File: src/rtl/ber_stat_pkg.sv
`timescale 1ns/1ps
package ber_stat_pkg;
  localparam int RD_ADDR_W = 4;
  localparam int STAT_W    = 8;
  localparam int BYTE_W    = 8;
  localparam int HOLD_BYTES = 4;

  // status bit positions (host software decodes these)
  localparam int ST_SYNC  = 0;
  localparam int ST_ECOF  = 1;
  localparam int ST_BCOF  = 2;
  localparam int ST_BED   = 3;
  localparam int ST_LOS   = 4;
  localparam int ST_ZEROS = 5;
  localparam int ST_ONES  = 6;
  localparam int ST_SPARE = 7;

  localparam logic [RD_ADDR_W-1:0] A_STAT = 4'd8;

  typedef enum logic {RULE_STICKY, RULE_PASS} stat_rule_e;

  function automatic stat_rule_e rule_of(input int idx);
    if (idx == ST_SYNC || idx == ST_SPARE) return RULE_PASS;
    return RULE_STICKY;
  endfunction
endpackage

File: src/rtl/ber_rise_det.sv
`timescale 1ns/1ps
module ber_rise_det (
  input  logic clk,
  input  logic rst,
  input  logic lvl,
  output logic rise
);
  logic lvl_q;
  always_ff @(posedge clk) begin
    if (rst) lvl_q <= 1'b0;
    else     lvl_q <= lvl;
  end
  assign rise = lvl & ~lvl_q;
endmodule

File: src/rtl/ber_event_cnt.sv
`timescale 1ns/1ps
module ber_event_cnt #(
  parameter int W = 32
) (
  input  logic         clk,
  input  logic         rst,
  input  logic         inc,
  input  logic         snap,
  output logic [W-1:0] cnt_o,
  output logic [W-1:0] hold_o,
  output logic         wrap_o
);
  logic [W-1:0] cnt_q;
  logic [W-1:0] hold_q;

  always_ff @(posedge clk) begin
    if (rst) begin
      cnt_q  <= '0;
      hold_q <= '0;
    end else if (snap) begin
      hold_q <= cnt_q;
      cnt_q  <= W'(inc);
    end else if (inc) begin
      cnt_q  <= cnt_q + W'(1);
    end
  end

  assign wrap_o = inc & ~snap & (&cnt_q);
  assign cnt_o  = cnt_q;
  assign hold_o = hold_q;
endmodule

File: src/rtl/ber_stat_reg.sv
`timescale 1ns/1ps
module ber_stat_reg
  import ber_stat_pkg::*;
#(
  parameter int N = STAT_W
) (
  input  logic         clk,
  input  logic         rst,
  input  logic [N-1:0] set_vec,
  input  logic         clr,
  output logic [N-1:0] stat_o
);
  for (genvar i = 0; i < N; i++) begin : g_bit
    if (rule_of(i) == RULE_PASS) begin : g_pass
      assign stat_o[i] = set_vec[i];
    end else begin : g_sticky
      logic q;
      always_ff @(posedge clk) begin
        if (rst) q <= 1'b0;
        else     q <= set_vec[i] | (q & ~clr);
      end
      assign stat_o[i] = q;
    end
  end
endmodule

File: src/rtl/ber_stat_core.sv
`timescale 1ns/1ps
module ber_stat_core
  import ber_stat_pkg::*;
#(
  parameter int CNT_W = 32
) (
  input  logic                 clk,
  input  logic                 rst,
  input  logic                 bit_vld,
  input  logic                 bit_err,
  input  logic                 sync_live,
  input  logic                 all_ones_cond,
  input  logic                 all_zeros_cond,
  input  logic                 latch_pin,
  input  logic                 latch_ctl,
  input  logic                 rd_stb,
  input  logic [RD_ADDR_W-1:0] rd_addr,
  input  logic [STAT_W-1:0]    irq_mask,
  output logic [BYTE_W-1:0]    rd_data,
  output logic                 irq_n
);
  localparam int PAD_W = HOLD_BYTES * BYTE_W;

  logic lat_rise;
  logic bit_inc, err_inc;
  logic [CNT_W-1:0] bit_cnt, err_cnt, bit_hold, err_hold;
  logic bit_wrap, err_wrap;
  logic clr;
  logic [STAT_W-1:0] set_vec, stat;

  ber_rise_det u_lat (
    .clk(clk), .rst(rst), .lvl(latch_pin | latch_ctl), .rise(lat_rise)
  );

  assign bit_inc = bit_vld & sync_live;
  assign err_inc = bit_inc & bit_err;

  ber_event_cnt #(.W(CNT_W)) u_bits (
    .clk(clk), .rst(rst), .inc(bit_inc), .snap(lat_rise),
    .cnt_o(bit_cnt), .hold_o(bit_hold), .wrap_o(bit_wrap)
  );

  ber_event_cnt #(.W(CNT_W)) u_errs (
    .clk(clk), .rst(rst), .inc(err_inc), .snap(lat_rise),
    .cnt_o(err_cnt), .hold_o(err_hold), .wrap_o(err_wrap)
  );

  // status sources
  always_comb begin
    set_vec           = '0;
    set_vec[ST_SYNC]  = sync_live;
    set_vec[ST_ECOF]  = err_wrap;
    set_vec[ST_BCOF]  = bit_wrap;
    set_vec[ST_BED]   = err_inc;
    set_vec[ST_LOS]   = ~sync_live;
    set_vec[ST_ZEROS] = all_zeros_cond;
    set_vec[ST_ONES]  = all_ones_cond;
  end

  assign clr = rd_stb & (rd_addr == A_STAT);

  ber_stat_reg #(.N(STAT_W)) u_stat (
    .clk(clk), .rst(rst), .set_vec(set_vec), .clr(clr), .stat_o(stat)
  );

  // read path: held counts split into bytes
  logic [PAD_W-1:0]  bit_pad, err_pad;
  logic [BYTE_W-1:0] bit_bytes [HOLD_BYTES];
  logic [BYTE_W-1:0] err_bytes [HOLD_BYTES];
  logic [BYTE_W-1:0] rd_sel;

  assign bit_pad = PAD_W'(bit_hold);
  assign err_pad = PAD_W'(err_hold);

  for (genvar b = 0; b < HOLD_BYTES; b++) begin : g_byte
    assign bit_bytes[b] = bit_pad[b*BYTE_W +: BYTE_W];
    assign err_bytes[b] = err_pad[b*BYTE_W +: BYTE_W];
  end

  always_comb begin
    if (rd_addr == A_STAT)          rd_sel = stat;
    else if (rd_addr[3:2] == 2'b00) rd_sel = bit_bytes[rd_addr[1:0]];
    else if (rd_addr[3:2] == 2'b01) rd_sel = err_bytes[rd_addr[1:0]];
    else                            rd_sel = '0;
  end

  always_ff @(posedge clk) begin
    if (rst) begin
      rd_data <= '0;
      irq_n   <= 1'b1;
    end else begin
      if (rd_stb) rd_data <= rd_sel;
      irq_n <= ~|(stat & irq_mask);
    end
  end
endmodule

File: config.mk
export PLATFORM = sky130hd
export DESIGN_NAME = ber_stat_core
export DESIGN_NICKNAME = d
export VERILOG_FILES = /design/src/rtl/ber_stat_pkg.sv /design/src/rtl/ber_rise_det.sv /design/src/rtl/ber_event_cnt.sv /design/src/rtl/ber_stat_reg.sv /design/src/rtl/ber_stat_core.sv
export SDC_FILE = /design/constraint.sdc
export NUM_CORES = 1
export LEC_CHECK = 0
export ABC_CLOCK_PERIOD_IN_PS = 5400
export BUFFER_PORTS_ARGS = -buffer_cell sky130_fd_sc_hd__buf_2
export CAP_MARGIN = 25
export CORE_MARGIN = 5
export CORE_UTILIZATION = 66
export CTS_CLUSTER_SIZE = 24
export DETAILED_ROUTE_END_ITERATION = 16
export PLACE_DENSITY = 0.87
export SKIP_CTS_REPAIR_TIMING = 1
export SLEW_MARGIN = 40
export SYNTH_ARGS = -nofsm -noshare
export SYNTH_HDL_FRONTEND = slang
export SYNTH_SLANG_ARGS = --single-unit
File: constraint.sdc
create_clock -name clk -period 5.4 [get_ports clk]
set_input_delay 0.27 -clock clk [delete_from_list [all_inputs] [get_ports clk]]
set_output_delay 0.27 -clock clk [all_outputs]
set_load 0.05 [all_outputs]
==> metrics, run 1 <==
Syn Inst Count=747; # setup viols final=0; Initial Util=0.682; Setup TNS Final=0 ns; Slew HR=0.500; Min-Delay Startpoint=latch_pin; reg2reg setup slack=2.86 ns; Req. time, crit path=5.88 ns; CTS tree=built; crit-path max FO=68; clk sinks=144; Die ar.=0.0117 sq mm; crit share post-route=0.470; Synth Area in XOR/XNOR=0.0303; Detailed Route WL=16000 microns; R2R depth=6; Worst-Skew Late Latency=0.54 ns; clock buffer depth=2; GRT Overall Usage=0.287; Peak VDD IR=198 uV; Core Util, Final=0.759; HP Class=input pin to flop; compound-gate portion of the synthesized area=0.132; status=finished clean; # H-tree levels=4; Root Buffer=clkbuf_8; crit path kind=flop to flop; initial antenna violation count=0; commonest non-fill, non-tap cells in the layout=172 x nand2_1, 144 x dfxtp_1, 104 x a21oi_1; first-pass GRT wire length=26800 microns; Yosys reg bits=144; cell taking the most area after synthesis=dfxtp_1; commonest non-fill, non-tap cell in the layout=nand2_1; Worst Tran Pin Value=0.750 ns; routed len/inst=17.9 microns; Num CTS Buffers=17; PD cells=317 mW/mm^2; Final Skew=0.00721 ns; Residual DRC=0; drt initial violations=578; leakage power=2.24 nW; Fin. Hold Viols=0; gr ovfl total=0; I/O pin total=31; largest family of logic cells by synthesized area=simple AND/OR/NAND/NOR gates; clock period minus worst slack=2.54 ns; Max Cap Violations=0; reg2reg start=u_lat.lvl_q; 1st-pass router iterations=6; vias=5797; final non-filler cell total=891; Worst Setup SP=u_lat.lvl_q; die width=108 microns; largest net degree at the start of global routing=69; Worst R2R End=u_bits.cnt_o[16]; share of cells above drive strength 1=0.122; signal arrival time at the worst endpoint=3.01 ns; Post-Synth Adder-Cell Area=0.00394; setup ws final=2.86 ns; simple-gate portion of the synthesized area=0.258; critical path launch point type=flop; Site Rows=35; synth unique cells=44; Setup Slack @ Placement=2.83 ns; Synth top area share=0.453; Slew Viols, Final=0; Synth Cell Area=0.00636 sq mm; vias in the first global route=5664; top cells by area, synth=dfxtp_1 45%, nand2_1 10%, a21oi_1 8.2%; WHS Path Cells=3; Reg clk slew, reported paths=0.06 ns; core footprint=0.00933 sq mm; Synth-to-Final Area Change=11.4%; Worst Setup End Kind=flop; final-stage net count=773; Hold EP=u_lat.lvl_q; Buffers on Ports=29; Post-Place Cells=857; Synth warnings=0; post-synthesis mux area share=0.0866; # diodes=0; f_max=394 MHz; Avg Vias per Cell=6.51; syn avg cell area=8.51 sq um; Die H=108 microns; syn nets=771; RSZ-0062 raised after global routing=false; sequential cell area fraction in the yosys report=0.453; post-DP HPWL=10000 microns; RePlAce Congestion=0.842; Detail Route Antenna Nets=0
[layer usage]
metal | wire length [microns] | up-vias | GRT usage
met4 | 496 | 0 | 0.131
li1 | - | 2678 | -
met1 | 6350 | 2776 | 0.358
met5 | 0 | - | 0
met3 | 1360 | 50 | 0.0645
met2 | 7760 | 293 | 0.476
[synthesized netlist by cell type (all sizes together)]
| library cell | instances |
|---|---|
| o31a | 1 |
| mux4 | 16 |
| and2 | 4 |
| nor2b | 8 |
| or4 | 25 |
| or4b | 1 |
| o21bai | 1 |
| nor4 | 12 |
| or3 | 20 |
| inv | 8 |
| and4 | 8 |
| xor2 | 8 |
| nor2 | 31 |
| a31o | 1 |
| nor4b | 1 |
| nand2b | 1 |
| nand2 | 172 |
| o211ai | 3 |
| o21ai | 8 |
| o22ai | 7 |
| dfxtp | 144 |
| buf | 10 |
| nand3 | 22 |
| o31ai | 19 |
| a22oi | 2 |
| a21oi | 104 |
| ha | 2 |
| nor3 | 3 |
| clkbuf | 42 |
| or3b | 1 |
| nand4 | 19 |
| a222oi | 1 |
| xnor2 | 14 |
| mux2i | 19 |
| o21ba | 1 |
| and3 | 7 |
| o21a | 1 |
[critical path, stage by stage (launching register included)]
cell	delay, ns
dfxtp_1	0.32
o21bai_4	0.11
buf_4	0.57
nand2b_2	0.48
buf_4	0.38
or4_1	0.52
nand2_1	0.08
[report_power, final]
| part | switching, mW | total [mW] | leakage [nW] | internal [mW] |
|---|---|---|---|---|
| Sequential | 0.00356 | 1.07 | 1.16 | 1.07 |
| Combinational | 0.0709 | 0.0966 | 0.820 | 0.0258 |
| Clock | 0.487 | 1.08 | 0.262 | 0.591 |
[logic make-up after synthesis]
kind of cell               count (synthesis)
and+or+nand+nor                          335
AOI/OAI and AO/OA                        149
DFF                                      144
buffers and inverters                     60
muxes                                     35
xor gates and xnor gates                  22
adders and majority gates                  2
[layout make-up]
cell class	count	area [sq um]
inverters	8	30.0
fillers	609	2250
well taps	129	161
clock buffers	18	428
flip-flops and latches	144	2880
clock inverters	14	121
multi-input cells	543	3260
repair buffers	35	198
[per-stage QoR]
| stage | power (mW) | hold slack, ns | instance area (sq um) |
|---|---|---|---|
| floorplan | 1.16 | 0.386 | 6360 |
| global placement | 1.18 | 0.440 | 6500 |
| detailed placement | 1.19 | 0.446 | 6510 |
| CTS | 2.24 | -0.0494 | 7060 |
| global route | 2.30 | 0.0569 | 7080 |
| finish | 2.25 | 0.00868 | 7080 |
[worst max-delay path by stage]
| stage | to | slack [ns] | cells after the start |
|---|---|---|---|
| 6_report | u_bits.cnt_o[16] | 2.86 | 6 |
| 5_1_grt | u_bits.cnt_o[14] | 2.69 | 6 |
| 4_1_cts | u_bits.cnt_o[16] | 2.89 | 6 |
| 3_5_place_dp | u_bits.cnt_o[14] | 2.83 | 7 |
| 3_3_place_gp | u_bits.cnt_o[16] | 2.56 | 7 |
| 2_1_floorplan | u_errs.cnt_o[26] | 3.43 | 7 |
[registers in the layout, summed over array words and instances (netlist names)]
register                 count
u_bits.hold_o               32
irq_n                        1
u_stat.g_bit.g_sticky.q      6
u_errs.cnt_o                32
u_lat.lvl_q                  1
u_bits.cnt_o                32
rd_data                      8
u_errs.hold_o               32
No activity file was read; power rests on OpenSTA's default activity.
==> run 2: changes to the inputs <==
- ABC_AREA: unset -> 1
- ABC_CLOCK_PERIOD_IN_PS: 5400 -> 2200
- CORE_UTILIZATION: 66 -> 56
- PLACE_DENSITY: 0.87 -> 0.78
- clock period: 5.4 -> 2.2 ns (I/O delays scaled with it)
==> metrics, run 2 <==
status=complete, but fails checks; syn nets=1063; initial antenna violation count=0; PD cells=809 mW/mm^2; leakage power=2.91 nW; crit share post-route=0.790; Buffers on Ports=29; HP Class=input pin to flop; RSZ-0062 raised after global routing=false; RePlAce Congestion=0.914; f_max=576 MHz; Syn Inst Count=1039; signal arrival time at the worst endpoint=2.05 ns; share of cells above drive strength 1=0.0975; critical-path cell list=nand2_1 > nor2_2 > nand2_1 > nor2_1 > and2_2 > nand2_1 > o21ai_0 > nor2_1; ys async rst share=0; final-layout fill cell count=1090; die width=121 microns; Worst Tran Pin Value=0.530 ns; Worst Setup End Kind=flop; Post-synth EDFFs=0; Crit-path slowest cell=dfxtp_1; I/O pin total=31; Fin. Hold Viols=1; clk sinks=144; failing checks=negative hold slack; clock period minus worst slack=1.74 ns; Yosys reg bits=144; Detail Route Antenna Nets=0; Req. time, crit path=2.52 ns; count leader, synth=nand2_1; sequential cell area fraction in the yosys report=0.415; cell taking the most area after synthesis=dfxtp_1; Top cell by count, worst path=nand2_1; 1st-pass router iterations=5; # diodes=0; setup ws final=0.463 ns; drt initial violations=859; Worst-Skew Late Latency=0.42 ns; Tot Pwr=6.44 mW; Setup TNS Final=0 ns; Max Cap Violations=0; commonest non-fill, non-tap cells in the layout=232 x nand2_1, 148 x nor2_1, 144 x dfxtp_1; Avg Vias per Cell=5.50; # H-tree levels=4; largest net degree at the start of global routing=122; Slew Viols, Final=0; largest stage delay on the critical path=0.43 ns; Die H=121 microns; Synth-to-Final Area Change=14.7%; Reg clk slew, reported paths=0.06 ns; Initial Util=0.574; routed len/inst=14.6 microns; clock buffer depth=2; Final Skew=0.00549 ns; CTS tree=built; commonest non-fill, non-tap cell in the layout=nand2_1; Setup Slack @ Placement=0.511 ns; critical path launch point type=flop; reg2reg setup slack=0.46 ns; Synth Cell Area=0.00695 sq mm; Slew HR=0.646; first-pass GRT wire length=30100 microns; GRT Overall Usage=0.255; Num CTS Buffers=17; Peak VDD IR=532 uV; final-stage net count=1088; syn avg cell area=6.69 sq um; Commonest cells post-synth=232 x nand2_1, 149 x nor2_1, 144 x dfxtp_1; Die ar.=0.0147 sq mm; post-DP HPWL=12500 microns; hold_ws=-0.0176 ns; top cells by area, synth=dfxtp_1 41%, nand2_1 13%, o21ai_0 9.3%; Site Rows=40; Main synth FF type=dfxtp_1; synth unique cells=34; Root Buffer=clkbuf_16; Detailed Route WL=18200 microns; Residual DRC=0; vias=6851; crit path kind=flop to flop; core footprint=0.0121 sq mm; crit-path max FO=6; gr ovfl total=0; Synth warnings=0; # setup viols final=0; Synth top area share=0.415; vias in the first global route=6131
## run 2: cell count changes in the layout (fill, tap and decap cells not counted), moves of 19 or more
cell	previous run	this run
nor2_1	30	148
or4_1	25	0
nand2_1	172	232
or3_1	20	0
o21ai_0	8	129
o31ai_1	19	0
inv_1	8	107
mux2i_1	19	0
## run 2: where the power goes
part / internal, mW / switching [mW]
Sequential: 2.71 / 0.0528
Clock: 2.13 / 1.10
Combinational: 0.141 / 0.315
Total: 4.97 / 1.47
## run 2: final timing paths
kind / startpoint / endpoint / cells after the start
worst max-delay path: u_errs.cnt_o[3] / u_errs.cnt_o[21] / 8
worst min-delay path: latch_ctl / u_lat.lvl_q / 3
worst max register to register: u_errs.cnt_o[3] / u_errs.cnt_o[21] / 8
worst min register to register: u_errs.hold_o[7] / u_errs.hold_o[7] / 2
## run 2: cell type report
| class | instances | area, sq um | area share |
|---|---|---|---|
| inverter | 110 | 413 | 0.0518 |
| timing repair buffer | 44 | 283 | 0.0355 |
| multi-input combinational | 747 | 3510 | 0.441 |
| tap | 168 | 210 | 0.0264 |
| sequential | 144 | 2880 | 0.362 |
| clock inverter | 10 | 180 | 0.0226 |
| clock buffer | 22 | 484 | 0.0608 |
## run 2: logic make-up (layout without fill, tap and decap cells)
kind of cell,after synthesis,after routing,synth area share
adder cells (fa/ha/maj),2,2,0.00360
AND/OR/NAND/NOR,484,484,0.308
buffers and inverters,148,186,0.0812
flip-flops,144,144,0.415
XOR/XNOR,6,6,0.00756
AO/OA/AOI/OAI,255,255,0.185
## run 2: metal layers
layer	vias to the layer above	wire [microns]	global-route usage
met5	-	0	0
met1	3109	8390	0.360
met2	278	8070	0.383
li1	3429	-	-
met3	35	1320	0.0499
met4	0	414	0.103
## run 2: worst max-delay path: cells and delay by family (launching register included)
family	cells	cell delay, ns
simple gates	7	1.02
flops	1	0.43
compound gates	1	0.16
## run 2: stage by stage
stage | area [sq um] | instances | hold WS, ns | util
final | 7970 | 1245 | -0.0176 | 0.658
after global placement | 7250 | 1208 | 0.318 | 0.599
after detailed placement | 7250 | 1208 | 0.326 | 0.599
after CTS | 7920 | 1240 | -0.118 | 0.654
after global routing | 7970 | 1245 | 0.0190 | 0.658
after floorplan | 6950 | 1039 | 0.227 | -
==> run 3: changes to the inputs <==
- ABC_CLOCK_PERIOD_IN_PS: 2200 -> 1600
- CORE_UTILIZATION: 56 -> 62
- PLACE_DENSITY: 0.78 -> 0.82
- clock period: 2.2 -> 1.6 ns (I/O delays scaled with it)
==> metrics, run 3 (same netlist as run 2, synthesis figures left out) <==
share of cells above drive strength 1=0.144; clock buffer depth=2; commonest non-fill, non-tap cell in the layout=nand2_1; crit share post-route=0.951; signal arrival time at the worst endpoint=1.87 ns; Detail Route Antenna Nets=0; PD cells=1060 mW/mm^2; GRT Overall Usage=0.286; Crit-path slowest cell=dfxtp_1; area of the multi-input gates=0.00364 sq mm; # setup viols final=0; core footprint=0.0109 sq mm; crit path kind=flop to flop; Slew HR=0.635; post-DP HPWL=12800 microns; vias in the first global route=6288; largest net degree at the start of global routing=80; Worst Tran Pin Value=0.547 ns; # diodes=0; Num CTS Buffers=17; Initial Util=0.635; Slew Viols, Final=0; drt initial violations=959; Die ar.=0.0134 sq mm; Detailed Route WL=19400 microns; largest stage delay on the critical path=0.39 ns; Peak VDD IR=1030 uV; die width=116 microns; # H-tree levels=4; Avg Vias per Cell=5.71; Site Rows=38; clk sinks=144; HP Class=input pin to flop; Tot Pwr=8.78 mW; clock period minus worst slack=1.52 ns; Req. time, crit path=1.95 ns; Worst-Skew Late Latency=0.43 ns; f_max=657 MHz; first-pass GRT wire length=30300 microns; Max Cap Violations=0; 1st-pass router iterations=6; hold_ws=0.00633 ns; I/O pin total=31; Synth-to-Final Area Change=19.6%; Final Skew=0.00758 ns; final-layout fill cell count=836; Fin. Hold Viols=0; Residual DRC=0; Buffers on Ports=29; status=finished clean; Root Buffer=clkbuf_16; initial antenna violation count=0; Worst Setup End Kind=flop; CTS tree=built; Die H=116 microns; crit-path max FO=5; RePlAce Congestion=0.928; final-stage net count=1121; leakage power=3.12 nW; routed len/inst=15.5 microns; gr ovfl total=0; vias=7141; commonest non-fill, non-tap cells in the layout=228 x nand2_1, 143 x nor2_1, 134 x dfxtp_1; RSZ-0062 raised after global routing=true; critical path launch point type=flop; critical-path cell list=inv_1 > nor3_4 > buf_4 > nand2_1 > nor3_1 > nand3_1 > a21oi_1; Reg area=0.00290 sq mm; Reg clk slew, reported paths=0.06 ns
==> run 3: worst max-delay path, delay by kind of cell, from the launching register on <==
kind / cells / cell delay [ns]
AOI/OAI and AO/OA: 1 / 0.16
buffers and inverters: 2 / 0.31
DFF: 1 / 0.39
and+or+nand+nor: 4 / 0.58
==> run 3: routing by layer <==
metal	GRT usage	share of wire
met1	0.399	0.44
met2	0.445	0.45
met3	0.0538	0.084
met4	0.101	0.027
met5	0	0
==> run 3: final cells by class <==
type,count,area share
Clock buffer,23,0.0599
Clock inverter,9,0.0184
Inverter,110,0.0497
Multi-Input combinational cell,749,0.438
Sequential cell,144,0.349
Tap cell,140,0.0211
Timing Repair Buffer,75,0.0641
==> run 3: path summary, 6_finish.rpt <==
path	start	end	slack [ns]	cells past startpoint
min reg2reg	u_errs.hold_o[7]	u_errs.hold_o[7]	0.46	2
min	sync_live	u_stat.g_bit[4].g_sticky.q	0.006	4
max	u_errs.cnt_o[15]	u_stat.g_bit[1].g_sticky.q	0.08	7
max reg2reg	u_errs.cnt_o[15]	u_stat.g_bit[1].g_sticky.q	0.08	7
==> run 3: power breakdown <==
part           switching (mW)  internal [mW]
sequential             0.0785           3.72
combinational           0.439          0.209
clock                    1.52           2.81
total                    2.04           6.74
==> run 3: through the flow <==
step	instance area (sq um)	cells	TNS [ns]	util	setup slack (ns)
finish	8310	1250	0	0.760	0.0790
global route	8310	1250	-0.230	0.760	-0.0624
CTS	8080	1238	-0.0646	0.739	-0.0396
detailed placement	7430	1206	-0.00574	0.679	-0.00574
global placement	7430	1206	0	0.679	0.0422
floorplan	6950	1039	0	-	0.234
